--- src/rtl/dagen_pkg.sv ---
package dagen_pkg;

  // Kind of address update requested by the walk controller.
  typedef enum logic [1:0] {
    STEP_HOLD = 2'd0,
    STEP_X    = 2'd1,
    STEP_Y    = 2'd2,
    STEP_WRAP = 2'd3
  } step_e;

endpackage

--- src/rtl/dagen_desc_store.sv ---
module dagen_desc_store #(
  parameter int AW = 32,
  parameter int CW = 16,
  parameter int MW = 16
) (
  input  logic          clk,
  input  logic          rst_n,
  input  logic          cap,
  input  logic [AW-1:0] in_start,
  input  logic [CW-1:0] in_xcnt,
  input  logic [MW-1:0] in_xmod,
  input  logic [CW-1:0] in_ycnt,
  input  logic [MW-1:0] in_ymod,
  input  logic          in_2d,
  input  logic          in_autobuf,
  output logic [AW-1:0] h_start,
  output logic [CW-1:0] h_xcnt,
  output logic [MW-1:0] h_xmod,
  output logic [CW-1:0] h_ycnt,
  output logic [MW-1:0] h_ymod,
  output logic          h_2d,
  output logic          h_autobuf
);

  // Held copy of the accepted descriptor, used for row reloads and wraps.
  always_ff @(posedge clk or negedge rst_n) begin
    if (!rst_n) begin
      h_start   <= '0;
      h_xcnt    <= '0;
      h_xmod    <= '0;
      h_ycnt    <= '0;
      h_ymod    <= '0;
      h_2d      <= 1'b0;
      h_autobuf <= 1'b0;
    end else if (cap) begin
      h_start   <= in_start;
      h_xcnt    <= in_xcnt;
      h_xmod    <= in_xmod;
      h_ycnt    <= in_ycnt;
      h_ymod    <= in_ymod;
      h_2d      <= in_2d;
      h_autobuf <= in_autobuf;
    end
  end

endmodule

--- src/rtl/dagen_walk.sv ---
module dagen_walk
  import dagen_pkg::*;
#(
  parameter int CW = 16
) (
  input  logic          clk,
  input  logic          rst_n,
  input  logic          desc_valid,
  input  logic          finish,
  input  logic          addr_ack,
  input  logic [CW-1:0] in_xcnt,
  input  logic [CW-1:0] in_ycnt,
  input  logic          in_2d,
  input  logic [CW-1:0] h_xcnt,
  input  logic [CW-1:0] h_ycnt,
  input  logic          h_2d,
  input  logic          h_autobuf,
  output logic          load_ok,
  output step_e         step,
  output logic          active,
  output logic          done,
  output logic          error
);

  localparam logic [CW-1:0] ONE = CW'(1);

  logic [CW-1:0] xrem_q, xrem_d;
  logic [CW-1:0] yrem_q, yrem_d;
  logic          active_q, active_d;
  logic          done_q, done_d;
  logic          error_q, error_d;
  logic          load_bad, take, row_end, last_elem;

  // Next-state logic.
  always_comb begin
    load_ok   = desc_valid && !finish && (in_xcnt != '0) && !(in_2d && (in_ycnt == '0));
    load_bad  = desc_valid && !finish && !load_ok;
    take      = active_q && addr_ack && !finish && !desc_valid;
    row_end   = (xrem_q == ONE);
    last_elem = row_end && (yrem_q == ONE);

    xrem_d   = xrem_q;
    yrem_d   = yrem_q;
    active_d = active_q;
    error_d  = error_q;
    done_d   = 1'b0;
    step     = STEP_HOLD;

    if (finish) begin
      active_d = 1'b0;
    end else if (load_ok) begin
      active_d = 1'b1;
      error_d  = 1'b0;
      xrem_d   = in_xcnt;
      yrem_d   = in_2d ? in_ycnt : ONE;
    end else if (load_bad) begin
      active_d = 1'b0;
      error_d  = 1'b1;
    end else if (take) begin
      if (!row_end) begin
        step   = STEP_X;
        xrem_d = xrem_q - ONE;
      end else if (!last_elem) begin
        step   = STEP_Y;
        xrem_d = h_xcnt;
        yrem_d = yrem_q - ONE;
      end else if (h_autobuf) begin
        step   = STEP_WRAP;
        xrem_d = h_xcnt;
        yrem_d = h_2d ? h_ycnt : ONE;
      end else begin
        active_d = 1'b0;
        done_d   = 1'b1;
      end
    end
  end

  // State registers.
  always_ff @(posedge clk or negedge rst_n) begin
    if (!rst_n) begin
      xrem_q   <= '0;
      yrem_q   <= '0;
      active_q <= 1'b0;
      done_q   <= 1'b0;
      error_q  <= 1'b0;
    end else begin
      xrem_q   <= xrem_d;
      yrem_q   <= yrem_d;
      active_q <= active_d;
      done_q   <= done_d;
      error_q  <= error_d;
    end
  end

  assign active = active_q;
  assign done   = done_q;
  assign error  = error_q;

  AST_DONE_SINGLE: assert property (@(posedge clk) disable iff (!rst_n) done_q |=> !done_q);
  AST_DONE_IDLE: assert property (@(posedge clk) disable iff (!rst_n) done_q |-> !active_q);
  AST_ERROR_IDLE: assert property (@(posedge clk) disable iff (!rst_n) error_q |-> !active_q);
  AST_FINISH_HALT: assert property (@(posedge clk) disable iff (!rst_n) finish |=> (!active_q && !done_q));
  AST_COUNT_LIVE: assert property (@(posedge clk) disable iff (!rst_n) active_q |-> (xrem_q != '0 && yrem_q != '0));

endmodule

--- src/rtl/dagen_addr_acc.sv ---
module dagen_addr_acc
  import dagen_pkg::*;
#(
  parameter int AW = 32,
  parameter int MW = 16
) (
  input  logic          clk,
  input  logic          rst_n,
  input  logic          load,
  input  logic [AW-1:0] in_start,
  input  logic [AW-1:0] h_start,
  input  logic [MW-1:0] h_xmod,
  input  logic [MW-1:0] h_ymod,
  input  step_e         step,
  output logic [AW-1:0] addr
);

  logic [AW-1:0] xinc, yinc;
  logic [AW-1:0] addr_q, addr_d;

  // Sign-extend or truncate strides to the address width.
  generate
    if (MW < AW) begin : g_sext
      assign xinc = {{(AW-MW){h_xmod[MW-1]}}, h_xmod};
      assign yinc = {{(AW-MW){h_ymod[MW-1]}}, h_ymod};
    end else begin : g_trunc
      assign xinc = h_xmod[AW-1:0];
      assign yinc = h_ymod[AW-1:0];
    end
  endgenerate

  always_comb begin
    addr_d = addr_q;
    if (load) begin
      addr_d = in_start;
    end else begin
      case (step)
        STEP_X:    addr_d = addr_q + xinc;
        STEP_Y:    addr_d = addr_q + yinc;
        STEP_WRAP: addr_d = h_start;
        default:   addr_d = addr_q;
      endcase
    end
  end

  always_ff @(posedge clk or negedge rst_n) begin
    if (!rst_n) begin
      addr_q <= '0;
    end else begin
      addr_q <= addr_d;
    end
  end

  assign addr = addr_q;

  AST_ADDR_HOLD: assert property (@(posedge clk) disable iff (!rst_n) (!load && step == STEP_HOLD) |=> $stable(addr_q));

endmodule

--- src/rtl/dagen_top.sv ---
module dagen_top
  import dagen_pkg::*;
#(
  parameter int AW = 32,
  parameter int CW = 16,
  parameter int MW = 16
) (
  input  logic          clk,
  input  logic          rst_n,
  input  logic          desc_valid,
  input  logic [AW-1:0] desc_start,
  input  logic [CW-1:0] desc_xcnt,
  input  logic [MW-1:0] desc_xmod,
  input  logic [CW-1:0] desc_ycnt,
  input  logic [MW-1:0] desc_ymod,
  input  logic          desc_2d,
  input  logic          desc_autobuf,
  input  logic          finish,
  input  logic          addr_ack,
  output logic          addr_valid,
  output logic [AW-1:0] addr,
  output logic          done,
  output logic          error
);

  logic          load_ok;
  step_e         step;
  logic [AW-1:0] h_start;
  logic [CW-1:0] h_xcnt, h_ycnt;
  logic [MW-1:0] h_xmod, h_ymod;
  logic          h_2d, h_autobuf;

  dagen_desc_store #(.AW(AW), .CW(CW), .MW(MW)) u_store (
    .clk        (clk),
    .rst_n      (rst_n),
    .cap        (load_ok),
    .in_start   (desc_start),
    .in_xcnt    (desc_xcnt),
    .in_xmod    (desc_xmod),
    .in_ycnt    (desc_ycnt),
    .in_ymod    (desc_ymod),
    .in_2d      (desc_2d),
    .in_autobuf (desc_autobuf),
    .h_start    (h_start),
    .h_xcnt     (h_xcnt),
    .h_xmod     (h_xmod),
    .h_ycnt     (h_ycnt),
    .h_ymod     (h_ymod),
    .h_2d       (h_2d),
    .h_autobuf  (h_autobuf)
  );

  dagen_walk #(.CW(CW)) u_walk (
    .clk        (clk),
    .rst_n      (rst_n),
    .desc_valid (desc_valid),
    .finish     (finish),
    .addr_ack   (addr_ack),
    .in_xcnt    (desc_xcnt),
    .in_ycnt    (desc_ycnt),
    .in_2d      (desc_2d),
    .h_xcnt     (h_xcnt),
    .h_ycnt     (h_ycnt),
    .h_2d       (h_2d),
    .h_autobuf  (h_autobuf),
    .load_ok    (load_ok),
    .step       (step),
    .active     (addr_valid),
    .done       (done),
    .error      (error)
  );

  dagen_addr_acc #(.AW(AW), .MW(MW)) u_addr (
    .clk      (clk),
    .rst_n    (rst_n),
    .load     (load_ok),
    .in_start (desc_start),
    .h_start  (h_start),
    .h_xmod   (h_xmod),
    .h_ymod   (h_ymod),
    .step     (step),
    .addr     (addr)
  );

  AST_START_ON_LOAD: assert property (@(posedge clk) disable iff (!rst_n)
    (desc_valid && !finish && desc_xcnt != '0 && !desc_2d) |=> (addr_valid && addr == $past(desc_start)));
  AST_ACK_MOVES_ONLY_ACTIVE: assert property (@(posedge clk) disable iff (!rst_n)
    (!addr_valid && !desc_valid) |=> !addr_valid);

endmodule

--- config.mk ---
export PLATFORM = sky130hd
export DESIGN_NAME = dagen_top
export DESIGN_NICKNAME = d
export VERILOG_FILES = /design/src/rtl/dagen_pkg.sv /design/src/rtl/dagen_desc_store.sv /design/src/rtl/dagen_walk.sv /design/src/rtl/dagen_addr_acc.sv /design/src/rtl/dagen_top.sv
export SDC_FILE = /design/constraint.sdc
export NUM_CORES = 1
export LEC_CHECK = 0
export ABC_AREA = 1
export ABC_CLOCK_PERIOD_IN_PS = 3300
export BUFFER_PORTS_ARGS = -buffer_cell sky130_fd_sc_hd__buf_4
export CAP_MARGIN = 20
export CORE_MARGIN = 2
export CORE_UTILIZATION = 53
export CTS_CLUSTER_DIAMETER = 80
export CTS_CLUSTER_SIZE = 12
export DETAILED_ROUTE_END_ITERATION = 8
export HOLD_SLACK_MARGIN = 0.03
export PLACE_DENSITY_LB_ADDON = 0.12
export SLEW_MARGIN = 30
export SYNTH_ARGS = -nofsm -noshare
export SYNTH_HDL_FRONTEND = slang
export SYNTH_SLANG_ARGS = --single-unit
--- constraint.sdc ---
create_clock -name clk -period 3.3 [get_ports clk]
set_input_delay 0.66 -clock clk [delete_from_list [all_inputs] [get_ports clk]]
set_output_delay 0.66 -clock clk [all_outputs]
set_load 0.05 [all_outputs]
### After elaboration in Yosys (flattened, before gate mapping)

Cells that the tools add are included.

* add/subtract/negate cells: 4
* bitwise operators: 1
* reductions and logical operators: 26
* eq/ne operators: 9
* multiplexer cells: 39

Operators by type and width (number)
* $mux W16: 14
* $pmux W32 S3: 1
* $add A32 B32 Y32: 2
* $eq A16 B1 Y1 const B: 2
* $mux W32: 1
* $sub A16 B1 Y16 const B: 2
* $logic_not A16 Y1: 1
* $mux W1: 16
* $reduce_bool A16 Y1: 1
* $reduce_bool A4 Y1: 4
* $mux W2: 7
* $logic_and A1 B1 Y1: 9
* $reduce_and A4 Y1: 2
* $reduce_bool A2 Y1: 3
* $reduce_and A5 Y1: 1
* $eq A2 B2 Y1 const B: 2
* $logic_not A1 Y1: 4
* $ne A4 B3 Y1 const B: 1
* $ne A4 B4 Y1 const B: 1
* $ne A3 B3 Y1 const B: 1
* $eq A2 B1 Y1 const B: 1
* $ne A2 B2 Y1 const B: 1
* $reduce_and A2 Y1: 1
* $not A1 Y1: 1

* flip-flop bits (word level): 165
* input bits: 103
* word-level logic and storage cells: 92
* output and inout bits: 35

### Depth between registers and ports, before layout

Gate-level depths: netlist of run 1.

* depth after elaboration: 12
* mapped depth: 29
* depth with buffers taken out: 28

### Hierarchy

Synthesis of run 1 repeated with hierarchy kept, for this count alone.

* cells, all modules: 1790
* area, all modules: 11533.6 sq um

Modules (own cells, without submodules)
* dagen_addr_acc: cells each 785, area each 4439.3 sq um, seq. area each 800.8 sq um, instances 1
* dagen_desc_store: cells each 414, area each 3696.0 sq um, seq. area each 2452.4 sq um, instances 1
* dagen_walk: cells each 591, area each 3398.3 sq um, seq. area each 875.8 sq um, instances 1

### Worst setup path after synthesis of run 1

Ideal clock, no wire load.

* path kind: register to register
* from: register u_walk.xrem_q[1]
* to: register u_addr.addr_q[28], in the netlist u_addr.addr[28]
* period minus slack after synthesis: 3644 ps
* buffers on the path: 1
* setup time: 126 ps
* slack: -344 ps
* required time: 3174 ps
* stages on the path, launching flop included: 25
* data arrival time: 3518 ps
* path through: dfrtp_1 inv_1 ha_1 inv_1 nor2_1 nand4_1 nor2_4 nand2_1 nand2_1 nand2_2 inv_1 buf_2 nor2_1 nor2_1 ha_1 inv_1 fa_1 o21ai_1 a21oi_1 o21ai_0 nand3_1 nand2_1 nor2_1 o21ai_0 a21oi_1

* cells in the longest elaborated chain, start to end: 11
* elaborated cells between the ends (all ways): 14
* classes of those cells: eq/ne: 4; mux: 8; reduce/logical: 2

Ends and longest elaborated chain
* start: declaration: line dagen_walk.sv:27 `logic [CW-1:0] xrem_q, xrem_d;`
* start signal: assignment: line dagen_walk.sv:87 `xrem_q <= xrem_d;`
* $eq A16 B1 Y1 *: line dagen_walk.sv:39 `row_end = (xrem_q == ONE);`
* $logic_and A1 B1 Y1: line dagen_walk.sv:40 `last_elem = row_end && (yrem_q == ONE);`
* $mux W2: line dagen_walk.sv:63 `end else if (!last_elem) begin`
* $mux W2 *: line dagen_walk.sv:60 `if (!row_end) begin`
* $mux W2 *: line dagen_walk.sv:59 `end else if (take) begin`
* $mux W2 *: line dagen_walk.sv:56 `end else if (load_bad) begin`
* $mux W2 *: line dagen_walk.sv:51 `end else if (load_ok) begin`
* $mux W2 *: line dagen_walk.sv:49 `if (finish) begin`
* $eq A2 B2 Y1 / $eq A2 B1 Y1 (equally long branches): line dagen_addr_acc.sv:37 `case (step)`
* $pmux W32 S3: line dagen_addr_acc.sv:37
* $mux W32: line dagen_addr_acc.sv:34 `if (load) begin`
* end signal: assignment: line dagen_addr_acc.sv:50 `addr_q <= addr_d;`
* end: declaration: line dagen_addr_acc.sv:19 `logic [AW-1:0] addr_q, addr_d;`

Mark *: on every way between the ends. The rest lies on a longest branch, timed or not.
A chain may end at the register's enable or synchronous reset.

### Worst setup path after layout of run 1

* from: register u_walk.xrem_q[1]
* to: register u_addr.addr_q[26], in the netlist u_addr.addr[26]

The elaborated chain is that of the path after synthesis.

==> results.md, run 1 <==
- Die extent in y: 142 um
- TritonCTS buffer count: 17
- Post-Syn Instances: 1417
- Layout Utilization: 79.5%
- Max transition margin: 58.3%
- Number of global-route vias before repair: 10200
- Synth Flop Type: dfrtp_1
- Wirelength per Cell: 17.9 um
- FFs w/ async S/R, synth: 100%
- Type of the worst setup path: register to register
- DIE AREA: 0.0203 mm^2
- Dpl hpwl: 22100 um
- DRT iter0 DRCs: 909
- Synth Register Bits: 165
- Slew @ Worst Pin: 0.626 ns
- Vias/cell: 5.69
- IO Count: 138
- CTS root buffer: clkbuf_16
- H-tree depth: 4
- Design area: 0.0149 mm^2
- Final GP Congestion: 0.969
- Failing checks: setup timing
- Antenna viol nets, final: 0
- Worst-Skew Late Latency: 0.45 ns
- Maximum number of pins on one net before global-route repair: 88
- Via count: 11200
- Most frequent cell after synthesis: nand2_1
- Crit share post-route: 106%
- Worst VDD drop: 486 uV
- Nets@finish: 1859
- Post-synth EDFFs: 0
- Worst setup EP type: register
- CTS tree: done
- Top cell type's share of synthesized area: 40.6%
- TritonRoute pass-1 iters: 6
- Layout cells sized above 1: 35.9%
- F_max: 286 MHz
- Status: complete, but fails checks
- Worst setup margin: -0.196 ns
- Hold Path Class: input port to asynchronous set/reset pin
- Sw Share: 44.1%
- Final non-filler cell total: 1965
- Most area-consuming cells after synthesis: dfrtp_1, nand2_1, nor2_1
- Core Area: 0.0188 mm^2
- CTS Sinks: 165
- Maxcap violations: 0
- Area Overhead vs Synth: 46.7%
- Slew Limit Fails: 0
- Clk pwr share: 18.6%
- Required time of the critical path: 3.67 ns
- Worst-path clk slew: 0.07 ns
- Critical Path AT: 3.87 ns
- Gate power share: 57.1%
- Placed cell area: 0.0125 mm^2
- Syn nets: 1558
- Critical Path Source Type: register
- Synth Cell Area: 0.0102 mm^2
- Post-Route Skew: 0.0125 ns
- Cts hold-fix bufs: 0
- Synth area leader: dfrtp_1
- First-pass GRT wire length: 50300 um
- Initial antenna violation count: 0
- Commonest cells in the netlist: nand2_1, nor2_1, dfrtp_1
- Inst Count DP: 1884
- LEAKAGE: 7.19 nW
- Seq pwr share: 24.3%
- Post-synthesis sequential area ratio: 40.6%
- Post-route DRC: 0
- Clk buf depth: 2
- Global Route Usage Sum: 31.3%
- Die width: 142 um
- Fin. Hold Viols: 0
- Period minus WS final: 3.50 ns
- GRT overflow: 0
- DRT Wirelength: 35100 um
- Internal: 6.90 mW
- Row count: 50
- Endpoints failing setup: 25
- Setup TNS: -2.63 ns
- Synth unique cells: 43
- Worst-path fanout max: 6
- RSZ-0062 raised after global routing: yes
- Net Sw Power: 5.45 mW
- Yosys warning total: 0
- Power per cell area: 828 mW/mm^2
- Avg Inst Size Synth: 7.17 um^2
- # diodes: 0
- Initial core utilization: 54.2%
- Buffers on Ports: 137
-- worst max-delay path, stage by stage (launching register included) --
cell	delay [ns]
dfrtp_1	0.39
inv_2	0.08
ha_4	0.14
inv_4	0.04
nor2_4	0.10
nand4_1	0.15
nor2_4	0.19
nand2_2	0.08
nand2_4	0.12
nand2_8	0.11
buf_12	0.16
nor2_2	0.14
nor2_4	0.07
ha_4	0.31
buf_4	0.14
nand2_1	0.09
nor2_1	0.15
inv_2	0.09
o21ai_2	0.21
nand2_1	0.11
nand3_2	0.12
nand2_1	0.06
nand2_1	0.07
nand2_1	0.05
nand2_1	0.05
o21ai_1	0.07
a21oi_1	0.12
-- flip-flops by register name (all words and copies together), names as in the netlist --
register and flops:
u_addr.addr 32, u_store.h_start 32, u_store.h_xcnt 16, u_store.h_xmod 16, u_store.h_ycnt 16, u_store.h_ymod 16
u_walk.xrem_q 16, u_walk.yrem_q 16, u_store.h_2d 1, u_store.h_autobuf 1, u_walk.active 1, u_walk.done 1
u_walk.error 1
-- layout by cell type, fill, tap and decap left out, drive strengths merged, types with 2 or more instances in the layout --
master	Yosys	routed
a21boi	3	3
nor2	198	198
nor4	5	5
a21o	3	3
and2	2	2
o221ai	8	8
inv	141	147
buf	30	327
nand2	404	404
clkbuf	17	19
nor3	14	14
o211ai	3	3
a31oi	32	32
o22ai	14	14
o21a	2	2
a31o	3	3
clkinv	0	3
o21bai	6	6
xnor2	11	11
ha	37	37
a21oi	79	79
xor2	25	25
nand3	47	47
bufinv	0	5
dfrtp	165	165
nand4	16	16
o21ai	145	145
-- final cells by class --
| cell class | count | area [um^2] |
|---|---|---|
| inverters | 141 | 547 |
| clock inverters | 15 | 240 |
| flip-flops and latches | 165 | 4130 |
| well taps | 234 | 293 |
| clock buffers | 17 | 425 |
| repair buffers | 329 | 2670 |
| fillers | 1217 | 3850 |
| multi-input cells | 1064 | 6610 |
-- cell families after synthesis --
family | after synthesis | synth area share [%]
AOI/OAI and AO/OA | 301 | 16.5
xor gates and xnor gates | 36 | 3.10
adders and majority gates | 38 | 4.75
buffers and inverters | 188 | 7.52
DFF | 165 | 40.6
and+or+nand+nor | 689 | 27.5
-- timing repair --
| action | 4_1_cts | 5_1_grt |
|---|---|---|
| pin swaps | 37 | 112 |
| endpoints found under the setup margin | 23 | 28 |
| gates cloned | 0 | 2 |
| resized for setup | 80 | 259 |
| buffers inserted | 28 | 21 |
-- metal layers --
layer	track usage [%]	vias to the layer above	routed length (um)
met2	48.8	565	16500
met4	9.95	0	1030
met5	0	-	0
met3	5.89	97	2590
met1	44.3	5276	15000
li1	-	5245	-
-- through the flow --
stage	setup WS (ns)	hold WS (ns)	power, mW
3_3_place_gp	-0.145	0.453	8.12
4_1_cts	-0.0304	0.235	10.8
6_report	-0.196	0.213	12.3
5_1_grt	-0.368	0.250	13.0
3_5_place_dp	-0.258	0.460	8.19
2_1_floorplan	-0.0130	0.364	6.11
-- power by group through the flow --
stage	registers [mW]	clock network [mW]	logic, mW
final	3.00	2.30	7.04
after global routing	3.04	2.39	7.55
after CTS	2.88	2.31	5.66
after detailed placement	2.89	0	5.30
after global placement	2.89	0	5.24
after floorplan	3.46	0	2.65
-- path summary, 6_finish.rpt --
check,from,cells past startpoint,endpoint,slack [ns]
setup / recovery,u_walk.xrem_q[1]$_DFFE_PN0P_,26,u_addr.addr[26]$_DFFE_PN0P_,-0.20
hold / removal,rst_n,1,u_store.h_xcnt[7]$_DFFE_PN0P_,0.21
setup reg to reg,u_walk.xrem_q[1]$_DFFE_PN0P_,26,u_addr.addr[26]$_DFFE_PN0P_,-0.20
hold reg to reg,u_store.h_xcnt[13]$_DFFE_PN0P_,2,u_store.h_xcnt[13]$_DFFE_PN0P_,0.48
max in group asynchronous,rst_n,2,u_addr.addr[20]$_DFFE_PN0P_,2.30
min in group clk,desc_ymod[8],3,u_store.h_ymod[8]$_DFFE_PN0P_,0.40
(Power assumes the default switching activity.)
==> inputs of run 2 (changes only) <==
- REMOVE_ABC_BUFFERS: not set -> 1
==> run 2 against run 1 <==
Against the previous run: the run still ends with setup timing left; clock power down 11%; via count decreased by 1.5%; critical path depth fell by 3; register-to-register slack got worse by 0.02 ns; power decreased by 1.5%; sequential cell count unchanged; hold slack improved by 0.013 ns; utilization decreased by 2.1 points.
==> results.md, run 2 (synthesis results as in run 1) <==
- Status: complete, but fails checks
- Failing checks: setup timing
- LEAKAGE: 7.08 nW (-1.5%)
- Type of the worst setup path: register to register
- Initial core utilization: 54.2% (unchanged)
- Slowest stage delay, CP: 0.39 ns (about the same)
- Dpl hpwl: 21600 um (-2.4%)
- Final GP Congestion: 0.977 (+0.89%)
- CTS Sinks: 165 (unchanged)
- Post-route DRC: 0 (unchanged)
- # diodes: 0 (unchanged)
- Fin. Hold Viols: 0 (unchanged)
- Post-Route Skew: 0.0131 ns (+0.000566 ns)
- DRT Wirelength: 33700 um (-4.1%)
- Most common cell after layout, fill and taps aside: nand2_1
- Vias/cell: 5.62 (-1.3%)
- Core Area: 0.0188 mm^2 (unchanged)
- Layout cells sized above 1: 33.5% (-2.4 points)
- Worst-path clk slew: 0.07 ns (about the same)
- IO Count: 138 (unchanged)
- Number of global-route vias before repair: 10700 (+4.3%)
- Wirelength per Cell: 17.2 um (-3.9%)
- Final Hold Slack: 0.225 ns (+0.0127 ns)
- Maximum number of pins on one net before global-route repair: 75 (-15%)
- Max transition margin: 50.1% (-8.2 points)
- Row count: 50 (unchanged)
- Worst setup EP type: register
- H-tree depth: 4 (unchanged)
- Placed cell area: 0.0125 mm^2 (+0.67%)
- Worst-Skew Late Latency: 0.44 ns (about the same)
- CTS tree: done
- Worst VDD drop: 539 uV (+11%)
- Worst slack at placement: -0.423 ns (-0.164 ns)
- DIE AREA: 0.0203 mm^2 (unchanged)
- DRT iter0 DRCs: 891 (-2.0%)
- Critical Path AT: 3.87 ns (about the same)
- Worst setup margin: -0.214 ns (-0.0186 ns)
- Critical Path Source Type: register
- Cell Chain, Critical Path: inv_2 -> ha_4 -> inv_4 -> nor2_4 -> nand4_1 -> nor2_4 -> nand2_1 -> nand2_2 -> nand2_4 -> buf_8 -> nor2_1 -> nor2_2 -> ha_1 -> nand2_1 -> buf_4 -> nor2_2 -> inv_2 -> nor2_4 -> nand4_1 -> a31o_2 -> nand3_2 -> nand2_2 -> a31oi_2
- Final non-filler cell total: 1960 (-0.25%)
- Global Route Usage Sum: 31.3% (about the same)
- F_max: 285 MHz (-0.53%)
- Die width: 142 um (unchanged)
- Die extent in y: 142 um (unchanged)
- Critical-path cell with the highest stage delay: dfrtp_1
- Maxcap violations: 0 (unchanged)
- Nets@finish: 1854 (-0.27%)
- Power per cell area: 838 mW/mm^2 (+1.3%)
- Most frequent cells in the layout: nand2_1, buf_4, dfrtp_1
- Worst-path fanout max: 11 (+5)
- Slew @ Worst Pin: 0.749 ns (+0.122 ns)
- Area Overhead vs Synth: 42.8%
- TritonRoute pass-1 iters: 7 (+1)
- Required time of the critical path: 3.66 ns (about the same)
- Clk buf depth: 2 (unchanged)
- RSZ-0062 raised after global routing: yes
- Cts hold-fix bufs: 0 (unchanged)
- Initial antenna violation count: 0 (unchanged)
- Via count: 11000 (-1.5%)
- Buffers on Ports: 137 (unchanged)
- Hold Path Class: input port to asynchronous set/reset pin
- CTS root buffer: clkbuf_16
- Slew Limit Fails: 0 (unchanged)
- Antenna viol nets, final: 0 (unchanged)
- Endpoints failing setup: 25 (unchanged)
- Inst Count DP: 1901 (+0.90%)
- First-pass GRT wire length: 50900 um (+1.2%)
- Crit share post-route: 106% (+0.56 points)
- Period minus WS final: 3.51 ns (+0.0186 ns)
- GRT overflow: 0 (unchanged)
- TritonCTS buffer count: 17 (unchanged)
- Design area: 0.0145 mm^2 (-2.7%)
- Most Frequent Cell on Critical Path: nor2_4
[run 2: cell types whose count changed in the layout (fill, tap and decap cells not counted), sizes merged]
cell | previous run | this run
bufinv | 5 | 1
buf | 327 | 324
clkinv | 3 | 6
clkbuf | 19 | 17
clkinvlp | 1 | 2
[run 2: repair_timing]
action,in CTS,in global routing
gates resized for setup,160,125
endpoints found under the setup margin,28,29
cloned,1,0
pin swaps,44,55
buffers inserted,13,14
[run 2: area by class of cell]
cell class                 instances  area, um^2
multi-input combinational       1064        6370
fill                            1339        4260
sequential                       165        4130
timing repair buffer             324        2590
inverter                         141         539
clock buffer                      17         425
tap                              234         293
clock inverter                    15         168
[run 2: where the power goes]
part / switching [mW] / total (mW) / internal [mW]
clock network: 0.960 / 2.04 / 1.08
registers: 0.451 / 2.92 / 2.47
logic: 4.08 / 7.20 / 3.13
[run 2: worst paths after layout]
path,startpoint,to,slack [ns],cells after the start
worst min-delay path,rst_n,u_store.h_ycnt[6]$_DFFE_PN0P_,0.23,1
worst min register to register,u_store.h_start[7]$_DFFE_PN0P_,u_store.h_start[7]$_DFFE_PN0P_,0.47,2
worst max-delay path,u_walk.xrem_q[1]$_DFFE_PN0P_,u_addr.addr[20]$_DFFE_PN0P_,-0.21,23
worst max register to register,u_walk.xrem_q[1]$_DFFE_PN0P_,u_addr.addr[20]$_DFFE_PN0P_,-0.21,23
min in group clk,desc_ymod[6],u_store.h_ymod[6]$_DFFE_PN0P_,0.41,3
max in group asynchronous,rst_n,u_addr.addr[19]$_DFFE_PN0P_,2.30,2
[run 2: worst max-delay path, delay by kind of cell, from the launching register on]
| kind | cells | cell delay (ns) |
|---|---|---|
| AOI/OAI and AO/OA | 2 | 0.46 |
| buffers and inverters | 5 | 0.55 |
| DFF | 1 | 0.39 |
| adders and majority gates | 2 | 0.54 |
| and+or+nand+nor | 14 | 1.48 |
[run 2: per-layer routing]
layer | share of wire, % | vias up | track usage, %
met5 | 0 | - | 0
li1 | - | 5218 | -
met1 | 41 | 5226 | 39.2
met3 | 5.7 | 97 | 5.45
met2 | 50 | 473 | 55.1
met4 | 3.4 | 0 | 10.1
[run 2: through the flow]
stage,util [%],power [mW],TNS [ns]
4_1_cts,73.8,11.1,-0.293
5_1_grt,77.3,12.8,-8.41
3_5_place_dp,66.9,8.29,-6.07
2_1_floorplan,-,6.05,-387.48
3_3_place_gp,66.8,8.21,-4.65
6_report,77.3,12.2,-2.97
